==> config.mk <==
export PLATFORM = sky130hd
export DESIGN_NAME = local_timer
export DESIGN_NICKNAME = d
export VERILOG_FILES = /design/src/rtl/local_timer_pkg.sv /design/src/rtl/lt_prescaler.sv /design/src/rtl/lt_counter.sv /design/src/rtl/lt_pending.sv /design/src/rtl/lt_entries.sv /design/src/rtl/local_timer.sv
export SDC_FILE = /design/constraint.sdc
export NUM_CORES = 1
export LEC_CHECK = 0
export BUFFER_PORTS_ARGS = -buffer_cell sky130_fd_sc_hd__buf_2
export CAP_MARGIN = 20
export CORE_MARGIN = 1.5
export CORE_UTILIZATION = 50
export DETAILED_ROUTE_END_ITERATION = 10
export PLACE_DENSITY = 0.72
export SLEW_MARGIN = 20
export SYNTH_ARGS = -nofsm -noshare
export SYNTH_HDL_FRONTEND = slang
export SYNTH_SLANG_ARGS = --single-unit
==> constraint.sdc <==
create_clock -name clk -period 11.6 [get_ports clk]
set_input_delay 1.16 -clock clk [delete_from_list [all_inputs] [get_ports clk]]
set_output_delay 1.16 -clock clk [all_outputs]
set_load 0.01 [all_outputs]
==> src/rtl/local_timer_pkg.sv <==
package local_timer_pkg;

   // Bit positions inside a local vector entry write
   localparam int unsigned ENTRY_MASK_BIT   = 16;
   localparam int unsigned ENTRY_PERIOD_BIT = 17;

   // Divide code -> log2 of the divisor, wrapping modulo 8
   function automatic logic [2:0] div_shift(input logic [2:0] code);
      return code + 3'd1;
   endfunction

endpackage

==> src/rtl/lt_prescaler.sv <==
module lt_prescaler #(
   parameter int unsigned PRE_W = 8
) (
   input  logic       clk,
   input  logic       rst_n,
   input  logic       run,
   input  logic       restart,
   input  logic [2:0] shift,
   output logic       tick
);
   generate
      if (PRE_W < 7) begin : g_bad_width
         $error("lt_prescaler: PRE_W must hold a divisor of 128");
      end
   endgenerate

   logic [PRE_W-1:0] pre_q;
   logic [PRE_W-1:0] limit;

   always_comb limit = PRE_W'((32'd1 << shift) - 32'd1);

   assign tick = run && !restart && (pre_q >= limit);

   always_ff @(posedge clk) begin
      if (!rst_n)                    pre_q <= '0;
      else if (restart || !run)      pre_q <= '0;
      else if (pre_q >= limit)       pre_q <= '0;
      else                           pre_q <= pre_q + 1'b1;
   end

   // a prescaled step always starts a fresh group of clocks
   assert_tick_rewinds_R4: assert property (@(posedge clk) disable iff (!rst_n)
      tick |=> (pre_q == '0));

endmodule

==> src/rtl/lt_counter.sv <==
module lt_counter #(
   parameter int unsigned CNT_W = 32
) (
   input  logic             clk,
   input  logic             rst_n,
   input  logic             load,
   input  logic [CNT_W-1:0] load_val,
   input  logic             tick,
   input  logic             periodic,
   output logic [CNT_W-1:0] count,
   output logic             running,
   output logic             expire
);
   generate
      if (CNT_W < 2) begin : g_bad_width
         $error("lt_counter: CNT_W too small");
      end
   endgenerate

   logic [CNT_W-1:0] init_q;
   logic [CNT_W-1:0] cnt_q;

   assign count   = cnt_q;
   assign running = (cnt_q != '0);
   assign expire  = tick && (cnt_q == CNT_W'(1));

   always_ff @(posedge clk) begin
      if (!rst_n) begin
         init_q <= '0;
         cnt_q  <= '0;
      end else if (load) begin
         init_q <= load_val;
         cnt_q  <= load_val;
      end else if (tick) begin
         if (cnt_q == CNT_W'(1)) cnt_q <= periodic ? init_q : '0;
         else                    cnt_q <= cnt_q - 1'b1;
      end
   end

   assert_zero_init_idle_R3: assert property (@(posedge clk) disable iff (!rst_n)
      (init_q == '0) |-> (cnt_q == '0));

   assert_count_bounded_R2: assert property (@(posedge clk) disable iff (!rst_n)
      cnt_q <= init_q);

   assert_oneshot_stops_R5: assert property (@(posedge clk) disable iff (!rst_n)
      (expire && !periodic) |=> (cnt_q == '0));

   assert_periodic_reload_R6: assert property (@(posedge clk) disable iff (!rst_n)
      (expire && periodic) |=> (cnt_q == $past(init_q)));

endmodule

==> src/rtl/lt_pending.sv <==
module lt_pending #(
   parameter int unsigned PEND_W = 4
) (
   input  logic clk,
   input  logic rst_n,
   input  logic clr,
   input  logic inc,
   input  logic dec,
   output logic nonzero
);
   generate
      if (PEND_W < 1) begin : g_bad_width
         $error("lt_pending: PEND_W must be at least 1");
      end
   endgenerate

   logic [PEND_W-1:0] pend_q;

   assign nonzero = (pend_q != '0);

   always_ff @(posedge clk) begin
      if (!rst_n)                         pend_q <= '0;
      else if (clr)                       pend_q <= '0;
      else if (inc && !dec && !(&pend_q)) pend_q <= pend_q + 1'b1;
      else if (dec && !inc && nonzero)    pend_q <= pend_q - 1'b1;
   end

   assert_clear_empties_R9: assert property (@(posedge clk) disable iff (!rst_n)
      clr |=> (pend_q == '0));

   assert_same_edge_hold_R8: assert property (@(posedge clk) disable iff (!rst_n)
      (inc && dec && !clr) |=> $stable(pend_q));

endmodule

==> src/rtl/lt_entries.sv <==
module lt_entries
   import local_timer_pkg::*;
#(
   parameter int unsigned NUM_LVT = 6,
   parameter int unsigned VEC_W   = 8,
   parameter int unsigned SEL_W   = 4
) (
   input  logic               clk,
   input  logic               rst_n,
   input  logic               sw_en,
   input  logic               wr_en,
   input  logic [SEL_W-1:0]   wr_sel,
   input  logic [VEC_W-1:0]   wr_vec,
   input  logic               wr_mask,
   input  logic               wr_period,
   output logic [VEC_W-1:0]   timer_vec,
   output logic               timer_periodic,
   output logic [NUM_LVT-1:0] masked
);
   generate
      for (genvar i = 0; i < NUM_LVT; i++) begin : g_entry
         logic hit;
         assign hit = wr_en && (wr_sel == SEL_W'(i));

         always_ff @(posedge clk) begin
            if (!rst_n)      masked[i] <= 1'b1;
            else if (!sw_en) masked[i] <= 1'b1;
            else if (hit)    masked[i] <= wr_mask;
         end

         if (i == 0) begin : g_timer
            always_ff @(posedge clk) begin
               if (!rst_n) begin
                  timer_vec      <= '0;
                  timer_periodic <= 1'b0;
               end else if (hit) begin
                  timer_vec      <= wr_vec;
                  timer_periodic <= wr_period;
               end
            end
         end
      end
   endgenerate

   assert_disable_masks_all_R9: assert property (@(posedge clk) disable iff (!rst_n)
      !sw_en |=> (&masked));

endmodule

==> src/rtl/local_timer.sv <==
module local_timer
   import local_timer_pkg::*;
#(
   parameter int unsigned DATA_W  = 32,
   parameter int unsigned VEC_W   = 8,
   parameter int unsigned NUM_LVT = 6,
   parameter int unsigned SEL_W   = 4,
   parameter int unsigned PEND_W  = 4,
   parameter int unsigned PRE_W   = 8
) (
   input  logic               clk,
   input  logic               rst_n,
   input  logic               sw_en,
   input  logic               wr_en,
   input  logic [SEL_W-1:0]   wr_sel,
   input  logic [DATA_W-1:0]  wr_data,
   input  logic               irq_ack,
   output logic               irq_req,
   output logic [VEC_W-1:0]   irq_vec,
   output logic [DATA_W-1:0]  cur_count,
   output logic [NUM_LVT-1:0] lvt_masked
);
   localparam int unsigned SEL_INIT = NUM_LVT;
   localparam int unsigned SEL_DIV  = NUM_LVT + 1;

   generate
      if (SEL_DIV >= (1 << SEL_W)) begin : g_bad_sel
         $error("local_timer: SEL_W too narrow for the register set");
      end
      if (DATA_W <= ENTRY_PERIOD_BIT) begin : g_bad_data
         $error("local_timer: DATA_W must cover the entry fields");
      end
      if (VEC_W > ENTRY_MASK_BIT) begin : g_bad_vec
         $error("local_timer: vector overlaps the mask bit");
      end
   endgenerate

   logic       load;
   logic [2:0] div_code_q;
   logic       tick, running, expire, pend_nz, periodic;

   assign load = wr_en && (wr_sel == SEL_W'(SEL_INIT));

   always_ff @(posedge clk) begin
      if (!rst_n) div_code_q <= 3'b000;
      else if (wr_en && (wr_sel == SEL_W'(SEL_DIV)))
         div_code_q <= {wr_data[3], wr_data[1:0]};
   end

   lt_entries #(.NUM_LVT(NUM_LVT), .VEC_W(VEC_W), .SEL_W(SEL_W)) u_entries (
      .clk(clk), .rst_n(rst_n), .sw_en(sw_en),
      .wr_en(wr_en), .wr_sel(wr_sel),
      .wr_vec(wr_data[VEC_W-1:0]),
      .wr_mask(wr_data[ENTRY_MASK_BIT]),
      .wr_period(wr_data[ENTRY_PERIOD_BIT]),
      .timer_vec(irq_vec), .timer_periodic(periodic), .masked(lvt_masked));

   lt_prescaler #(.PRE_W(PRE_W)) u_pre (
      .clk(clk), .rst_n(rst_n), .run(running), .restart(load),
      .shift(div_shift(div_code_q)), .tick(tick));

   lt_counter #(.CNT_W(DATA_W)) u_cnt (
      .clk(clk), .rst_n(rst_n), .load(load), .load_val(wr_data),
      .tick(tick), .periodic(periodic),
      .count(cur_count), .running(running), .expire(expire));

   lt_pending #(.PEND_W(PEND_W)) u_pend (
      .clk(clk), .rst_n(rst_n),
      .clr(!sw_en || load), .inc(expire), .dec(irq_req && irq_ack),
      .nonzero(pend_nz));

   assign irq_req = sw_en && !lvt_masked[0] && pend_nz;

   assert_load_drops_req_R2: assert property (@(posedge clk) disable iff (!rst_n)
      load |=> !irq_req);

   assert_req_needs_enable_R7: assert property (@(posedge clk) disable iff (!rst_n)
      irq_req |-> (sw_en && !lvt_masked[0]));

endmodule

==> impl_metrics.tcl, run 1 <==
set metrics [dict create \
    status "completed" \
    syn_to_final_growth_pct 14.5 \
    worst_clock_skew_ps 7.94 \
    ys_async_sr_fraction_pct 0 \
    synth_top_area_cell "dfxtp_1" \
    cts_tree "yes" \
    clock_sinks 94 \
    drive_gt1_share_pct 17.2 \
    die_h_um 104 \
    critPathKind "register to register" \
    tns_ps 0 \
    num-fill-cells 923 \
    antennaDiodeCount 0 \
    netlist_area_mm2 0.00513 \
    antenna_found_initial 0 \
    relSlewSlack_pct 28.7 \
    post-cts-setup-buffers 0 \
    io_buffer_count 87 \
    hold_violations 0 \
    cts_buffers 9 \
    vdd_drop_max_uv 156 \
    synth_enable_flop_cells 0 \
    rows 36 \
    via_per_inst 6.07 \
    cp.required_ps 11900 \
    vias 5214 \
    arrival_ps 4980 \
    synth_cells 658 \
    die_area_mm2 0.0109 \
    synth.top_cell.area_share_pct 36.7 \
    holdBufCountCts 0 \
    synth_cell_type_count 65 \
    wl_per_cell_um 17.1 \
    synth_ff_type "dfxtp_1" \
    routabilityCongestion 0.860 \
    ys_warn_count 0 \
    grt_pass1_vias 4845 \
    grt_usage_pct 27.0 \
    cap_viol_max_count 0 \
    grt_pass1_wl_mm 24.1 \
    synth.area.top_cells "dfxtp_1, nand2_1, a21oi_1, ha_1, a32o_1" \
    path_clk_slew_ps 90 \
    rsz0062_at_grt "no" \
    worstPathCellList "and2_1, ha_1, nand3_1, ha_1, nand2b_1, mux2_2, a21oi_1, ha_1, nand4_1, o311a_1, nor4_4, inv_2, ha_1, a21o_1, a21oi_1, mux2i_1, mux2i_1" \
    yosysSeqAreaShare_pct 36.7 \
    r2r_slack_ps 6920 \
    cts_buffer_depth 2 \
    setup_viol 0 \
    gr-total-overflow 0 \
    crit_path_max_fanout 13 \
    drc 0 \
    fp.dieW_um 104 \
    p_leak_nw 2.38 \
    synth_nets 716 \
    drtPass1Iterations 5 \
    worst_pin_slew_ps 1060 \
    post-route-util_pct 59.5 \
    cp-end-kind "register" \
    cp_slowest_stage_delay_ps 490 \
    clockRootBuffer "clkbuf_8" \
    fin_nets 779 \
    p_per_area_mw_per_mm2 242 \
    ys_ff_latch 94 \
    initialDrtViolationCount 549 \
    cpMostUsedCell "ha_1" \
    start_util_pct 52.0 \
    hpwl_mm 10.2 \
    post_synth.cell_area_avg_um2 7.80 \
    clk_latency_ps 370 \
    ant_nets 0 \
    routed_wl_mm 14.6 \
    hold_path.class "register to register" \
    period_share_pct 40.3 \
    cts_resized 0 \
    io_pins 88 \
    start_kind "register" \
    core_mm2 0.00986 \
    timing.fmax_mhz 214 \
    period_minus_slack_ps 4680 \
    htree_levels 3 \
    grt_max_degree 56 \
    maxSlewViolCount 0 \
    crit_slowest_cell "o311a_1" \
]
[per-layer routing]
| metal | global-route usage [%] | share of wire [%] | up-vias | routed length, um |
|---|---|---|---|---|
| li1 | - | - | 2535 | - |
| met1 | 37.7 | 45 | 2468 | 6660 |
| met2 | 43.1 | 46 | 200 | 6780 |
| met3 | 3.88 | 7.3 | 11 | 1060 |
| met4 | 7.74 | 0.94 | 0 | 138 |
| met5 | 0 | 0 | - | 0 |
[layout make-up]
cell class	count	area [um2]	share of cell area, %
clock buffers	13	169	2.88
inverters	11	41.3	0.703
repair buffers	93	480	8.18
clock inverters	3	65.1	1.11
well taps	133	166	2.83
flip-flops and latches	94	1880	32.0
multi-input cells	512	3070	52.3
[placed cells by master (no fill, tap or decap), types with 3 or more instances in the layout]
master    netlist  routed
nor3_1         17      17
a32o_1         19      19
buf_4           0       6
a31oi_1         9       9
o21ai_0        36      36
nor4_4          2       3
a211oi_1        3       3
and2_1          4       4
clkbuf_8        0      12
buf_2           5      87
nand3b_1        5       5
ha_1           16      16
nand2_1       121     121
and3_1         15      15
nor3b_1         4       3
or2_2           3       3
mux2i_1         9       9
nand3_1        32      32
a221o_1         7       7
nand4_1         4       4
o211ai_1        9       9
nor4_1         15      14
nand2b_1        5       5
dfxtp_1        94      94
xor2_1          9       9
a211o_1         3       3
or3_1          10      10
a21boi_0        5       5
or4_1           5       5
inv_1           9       9
a21o_1          3       3
o31ai_1         3       3
a21oi_1        59      59
nor2_1         46      44
[sequential cells by signal (all words and copies together) (netlist names)]
signal                    count
u_entries.timer_periodic      1
u_cnt.count                  32
u_pre.pre_q                   8
u_pend.pend_q                 4
u_entries.timer_vec           8
u_cnt.init_q                 32
div_code_q                    3
u_entries.masked              6
[Yosys cell counts, types with 4 or more instances]
| cell | number |
|---|---|
| nand2_1 | 121 |
| dfxtp_1 | 94 |
| a21oi_1 | 59 |
| nor2_1 | 46 |
| o21ai_0 | 36 |
| nand3_1 | 32 |
| clkbuf_1 | 29 |
| a32o_1 | 19 |
| nor3_1 | 17 |
| ha_1 | 16 |
| and3_1 | 15 |
| nor4_1 | 15 |
| or3_1 | 10 |
| a31oi_1 | 9 |
| inv_1 | 9 |
| mux2i_1 | 9 |
| o211ai_1 | 9 |
| xor2_1 | 9 |
| a221o_1 | 7 |
| buf_1 | 6 |
| a21boi_0 | 5 |
| buf_2 | 5 |
| nand2b_1 | 5 |
| nand3b_1 | 5 |
| or4_1 | 5 |
| and2_1 | 4 |
| nand4_1 | 4 |
| nor3b_1 | 4 |
[power breakdown]
part           switching, mW  leakage, nW  internal (mW)
clock network          0.115        0.120          0.139
registers             0.0581        0.761          0.366
logic                  0.468         1.50          0.277
[worst max-delay path, delay by kind of cell, from the launching register on]
kind / cells / cell delay (ps)
AOI/OAI and AO/OA: 4 / 1040
adders and majority gates: 4 / 1170
buffers and inverters: 1 / 130
DFF: 1 / 440
muxes: 3 / 810
and+or+nand+nor: 5 / 1020
[through the flow]
stage                     hold WS (ps)  setup slack [ps]  cell area, um2  cells  power (mW)
final                              455              6920            5870    859        1.42
after detailed placement           442              6980            5640    843        1.16
after global routing               474              6600            5870    859        1.52
after floorplan                    432              7220            5130    658       0.975
after global placement             437              7240            5640    843        1.15
after CTS                          455              6950            5870    859        1.41
[path summary, 6_finish.rpt]
kind / startpoint / to / depth (start not counted)
min: u_cnt.init_q[10] / u_cnt.init_q[10] / 2
max: div_code_q[1] / u_pend.pend_q[3] / 17
min reg2reg: u_cnt.init_q[10] / u_cnt.init_q[10] / 2
max reg2reg: div_code_q[1] / u_pend.pend_q[3] / 17
[logic make-up (layout without fill, tap and decap cells)]
family	count (synthesis)	in the layout	synth area share, %
flops	94	94	36.7
mux	10	10	1.98
xor+xnor	10	10	1.71
fa+ha+maj	17	17	4.29
simple gates	298	298	28.5
buf+inv	52	120	4.07
compound gates	177	177	22.8
No activity file was read; power rests on OpenSTA's default activity.
==> inputs of run 2 (changes only) <==
PLACE_DENSITY = 0.75   (was 0.72)
clock period = 4.21 ns   (was 11.6 ns; I/O delays follow)
==> impl_metrics.tcl, run 2 (synthesis results as in run 1) <==
set metrics [dict create \
    ant_nets 0 \
    switching_share_pct 46.0 \
    drc 0 \
    die_h_um 104 \
    r2r_slack_ps 130 \
    antenna_found_initial 0 \
    start_util_pct 52.0 \
    die_area_mm2 0.0109 \
    hold_path.class "input port to register" \
    power_frac_clock_pct 15.2 \
    initialDrtViolationCount 460 \
    vias 5398 \
    use_met2_pct 44.6 \
    finalInstanceArea_mm2 0.00600 \
    crit_buf_inv 1 \
    crit_path_max_fanout 9 \
    maxSlewViolCount 0 \
    cp_top_family "adder cells" \
    p_total_mw 3.96 \
    crit_cells 17 \
    layout_common_cells "nand2_1, dfxtp_1, buf_2, a21oi_1, nor2_1" \
    cts_tree "yes" \
    routed_wl_mm 15.1 \
    cap_viol_max_count 0 \
    p_per_area_mw_per_mm2 661 \
    place_ws_ps 73.3 \
    antennaDiodeCount 0 \
    path_clk_slew_ps 100 \
    vdd_drop_max_uv 459 \
    fp.dieW_um 104 \
    use_met3_pct 3.82 \
    r2r_end "u_pend.pend_q[3]" \
    clock_sinks 94 \
    grt_usage_pct 27.8 \
    gr-total-overflow 0 \
    via_per_inst 6.15 \
    core_mm2 0.00986 \
    worstSetupStartpoint "div_code_q[0]" \
    worstSetupEndpoint "u_pend.pend_q[3]" \
    io_buffer_count 87 \
    cts_buffers 9 \
    htree_levels 3 \
    p_int_mw 2.14 \
    comb_power_share_pct 55.3 \
    p_leak_nw 2.47 \
    cpMostUsedCell "ha_1" \
    status "completed" \
    dpl_cell_area_mm2 0.00574 \
    rr_worst_depth 17 \
    stdcell_count 878 \
    cp_slowest_stage_delay_ps 380 \
    setup_viol 0 \
    cp.required_ps 4530 \
    worstPathCellList "and2_1, ha_1, nand3_1, ha_2, nand2b_1, mux2_2, a21oi_1, ha_1, nand4_1, o311a_4, nor4_4, inv_2, ha_1, a21o_1, a21oi_2, mux2i_1, mux2i_1" \
    timing.fmax_mhz 245 \
    syn_to_final_growth_pct 16.9 \
    final_common_cell "nand2_1" \
    grt_pass1_wl_mm 24.7 \
    holdBufCountCts 0 \
    worst_clock_skew_ps 17.6 \
    period_share_pct 97.0 \
    worst_pin_slew_ps 1010 \
    grt_max_degree 55 \
    critPathKind "register to register" \
    start_kind "register" \
    drive_gt1_share_pct 19.9 \
    crit_slowest_cell "dfxtp_4" \
    p_switching_mw 1.82 \
    clk_latency_ps 380 \
    grt_pass1_vias 5105 \
    seq_power_share_pct 29.5 \
    cp-end-kind "register" \
    relSlewSlack_pct 32.9 \
    hpwl_mm 10.4 \
    routabilityCongestion 0.909 \
    cts_buffer_depth 2 \
    tns_ps 0 \
    reg2reg_from "div_code_q[0]" \
    drtPass1Iterations 5 \
    fin_nets 798 \
    grtUsageMet1_pct 36.8 \
    wl_per_cell_um 17.2 \
    clockRootBuffer "clkbuf_8" \
    timing.final.ws_setup_ps 128 \
    rows 36 \
    busiest_layer "met2" \
    io_pins 88 \
    dpl.cell_count 856 \
    hold_violations 0 \
    arrival_ps 4400 \
    period_minus_slack_ps 4080 \
]
==> run 2: power by group through the flow <==
stage	clock network (mW)	logic, mW	registers, mW
6_report	0.602	2.19	1.17
5_1_grt	0.640	2.38	1.19
4_1_cts	0.609	2.11	1.16
3_5_place_dp	0	2.10	1.18
3_3_place_gp	0	2.06	1.18
2_1_floorplan	0	1.51	1.19
==> run 2: worst min-delay path by stage <==
stage,from,end,slack [ps],cells after the start
5_1_grt,wr_data[25],u_cnt.init_q[25],280,3
4_1_cts,wr_data[27],u_cnt.init_q[27],270,3
3_5_place_dp,u_entries.timer_vec[3],u_entries.timer_vec[3],450,2
6_report,wr_data[25],u_cnt.init_q[25],270,3
2_1_floorplan,u_cnt.init_q[10],u_cnt.init_q[10],430,2
3_3_place_gp,u_cnt.init_q[10],u_cnt.init_q[10],440,2
==> run 2: repair_timing <==
item,4_1_cts,5_1_grt
buffers inserted,0,6
resized for setup,0,5
endpoints found under the setup margin,0,1
==> run 2: worst min-delay path: cells and delay by family <==
family          cells  cell delay (ps)
buf+inv             1              100
simple gates        1               50
compound gates      1               50
==> run 2: per-stage QoR <==
stage	hold WS [ps]	utilization [%]
after CTS	271	60.1
after global routing	278	60.8
after global placement	437	58.2
after detailed placement	445	58.2
final	274	60.8
after floorplan	432	-
==> run 2: final cells by class <==
cell class | count | area (um2)
clock buffer | 14 | 183
clock inverter | 2 | 13.8
fill | 901 | 3870
inverter | 11 | 41.3
multi-input combinational | 512 | 3080
sequential | 94 | 1890
tap | 133 | 166
timing repair buffer | 112 | 623
==> run 2: layer usage <==
| layer | up-vias | share of wire [%] |
|---|---|---|
| met1 | 2518 | 43 |
| met3 | 34 | 7.6 |
| met2 | 270 | 47 |
| met4 | 0 | 2.5 |
| li1 | 2576 | - |
| met5 | - | 0 |
==> inputs of run 3 (changes only) <==
clock period = 3.66 ns   (was 4.21 ns; I/O delays follow)
==> impl_metrics.tcl, run 3 (synthesis results as in run 1) <==
set metrics [dict create \
    status "completed" \
    drive_gt1_share_pct 21.3 \
    wl_per_cell_um 17.5 \
    initialDrtViolationCount 418 \
    grt_max_degree 55 \
    period_share_pct 98.9 \
    worst_pin_slew_ps 738 \
    grt_pass1_vias 5038 \
    worst_clock_skew_ps 11.6 \
    cpMostUsedCell "ha_4" \
    cts_buffers 9 \
    cts_tree "yes" \
    routed_wl_mm 15.4 \
    post-route-util_pct 61.8 \
    critPathKind "register to register" \
    antenna_found_initial 0 \
    syn_to_final_growth_pct 18.8 \
    num-fill-cells 919 \
    antennaDiodeCount 0 \
    maxSlewViolCount 0 \
    crit_slowest_cell "dfxtp_2" \
    io_buffer_count 87 \
    finalInstanceArea_mm2 0.00610 \
    start_util_pct 52.0 \
    start_kind "register" \
    relSlewSlack_pct 50.5 \
    arrival_ps 3930 \
    drc 0 \
    setup_viol 0 \
    grt_usage_pct 28.0 \
    crit_path_max_fanout 5 \
    gr-total-overflow 0 \
    p_total_mw 4.59 \
    timing.fmax_mhz 276 \
    p_leak_nw 2.49 \
    htree_levels 3 \
    ant_nets 0 \
    hpwl_mm 10.6 \
    rsz0062_at_grt "yes" \
    layout_common_cells "nand2_1, dfxtp_1, buf_2, a21oi_1, nor2_1" \
    clk_latency_ps 380 \
    p_per_area_mw_per_mm2 753 \
    core_mm2 0.00986 \
    routabilityCongestion 0.934 \
    clock_sinks 94 \
    hold_violations 0 \
    grt_pass1_wl_mm 24.9 \
    cp_slowest_stage_delay_ps 330 \
    final_common_cell "nand2_1" \
    crit_buf_inv 2 \
    stdcell_count 881 \
    hold_path.class "input port to register" \
    holdBufCountCts 0 \
    cp_top_family "adder cells" \
    die_h_um 104 \
    cp-end-kind "register" \
    dpl_cell_area_mm2 0.00584 \
    clockRootBuffer "clkbuf_8" \
    path_clk_slew_ps 100 \
    period_minus_slack_ps 3620 \
    fp.dieW_um 104 \
    cap_viol_max_count 0 \
    dpl.cell_count 859 \
    cp.required_ps 3970 \
    via_per_inst 6.20 \
    vias 5462 \
    die_area_mm2 0.0109 \
    vdd_drop_max_uv 444 \
    rows 36 \
    worstPathCellList "and2_4, ha_4, nand3_4, ha_4, nand2b_4, mux2_4, a21oi_2, ha_1, buf_4, o211ai_1, o311a_4, nor4_4, inv_2, ha_4, a21o_1, a21oi_2, mux2i_1, mux2i_1" \
    cts_buffer_depth 2 \
    io_pins 88 \
    drtPass1Iterations 6 \
    fin_nets 801 \
]
[run 3: worst paths after layout]
check                    from  slack (ps)                to  cells past startpoint
max             div_code_q[1]          40  u_pend.pend_q[3]                     18
max reg2reg     div_code_q[1]          40  u_pend.pend_q[3]                     18
min reg2reg  u_cnt.init_q[24]         460  u_cnt.init_q[24]                      2
min               wr_data[25]         220  u_cnt.init_q[25]                      3
[run 3: area by class of cell]
| cell class | instances | area (um2) | share of cell area, % |
|---|---|---|---|
| tap | 133 | 166 | 2.73 |
| timing repair buffer | 115 | 658 | 10.8 |
| clock inverter | 6 | 61.3 | 1.01 |
| inverter | 11 | 41.3 | 0.677 |
| multi-input combinational | 512 | 3150 | 51.6 |
| sequential | 94 | 1880 | 30.9 |
| clock buffer | 10 | 138 | 2.26 |
[run 3: stage by stage]
stage	setup TNS [ps]	hold WS, ps	setup WS, ps
after floorplan	0	432	3.69
after global placement	0	437	153
after detailed placement	-11.7	444	-11.7
after CTS	-10.4	219	-10.4
after global routing	-70.3	231	-70.3
final	0	218	39.9
[run 3: timing repair]
| action | CTS | global route |
|---|---|---|
| gates resized for setup | 1 | 2 |
| buffers inserted | 6 | 0 |
| endpoints found under the setup margin | 1 | 22 |
| pin swaps | 4 | 1 |
[run 3: tightest hold or removal path, delay by kind of cell]
kind / cells / cell delay [ps]
simple gates: 1 / 50
buf+inv: 1 / 100
compound gates: 1 / 50
[run 3: metal layers]
layer | GRT usage [%] | vias up | part of all wire [%]
li1 | - | 2577 | -
met1 | 38.5 | 2575 | 44
met2 | 44.3 | 279 | 46
met3 | 3.63 | 31 | 8.2
met4 | 11.6 | 0 | 2.2
met5 | 0 | - | 0
[run 3: where the power goes]
| part | internal [mW] | switching, mW | total (mW) | leakage, nW |
|---|---|---|---|---|
| logic | 0.993 | 1.52 | 2.52 | 1.63 |
| clock network | 0.332 | 0.389 | 0.721 | 0.102 |
| registers | 1.16 | 0.190 | 1.35 | 0.762 |
| total | 2.49 | 2.10 | 4.59 | 2.49 |
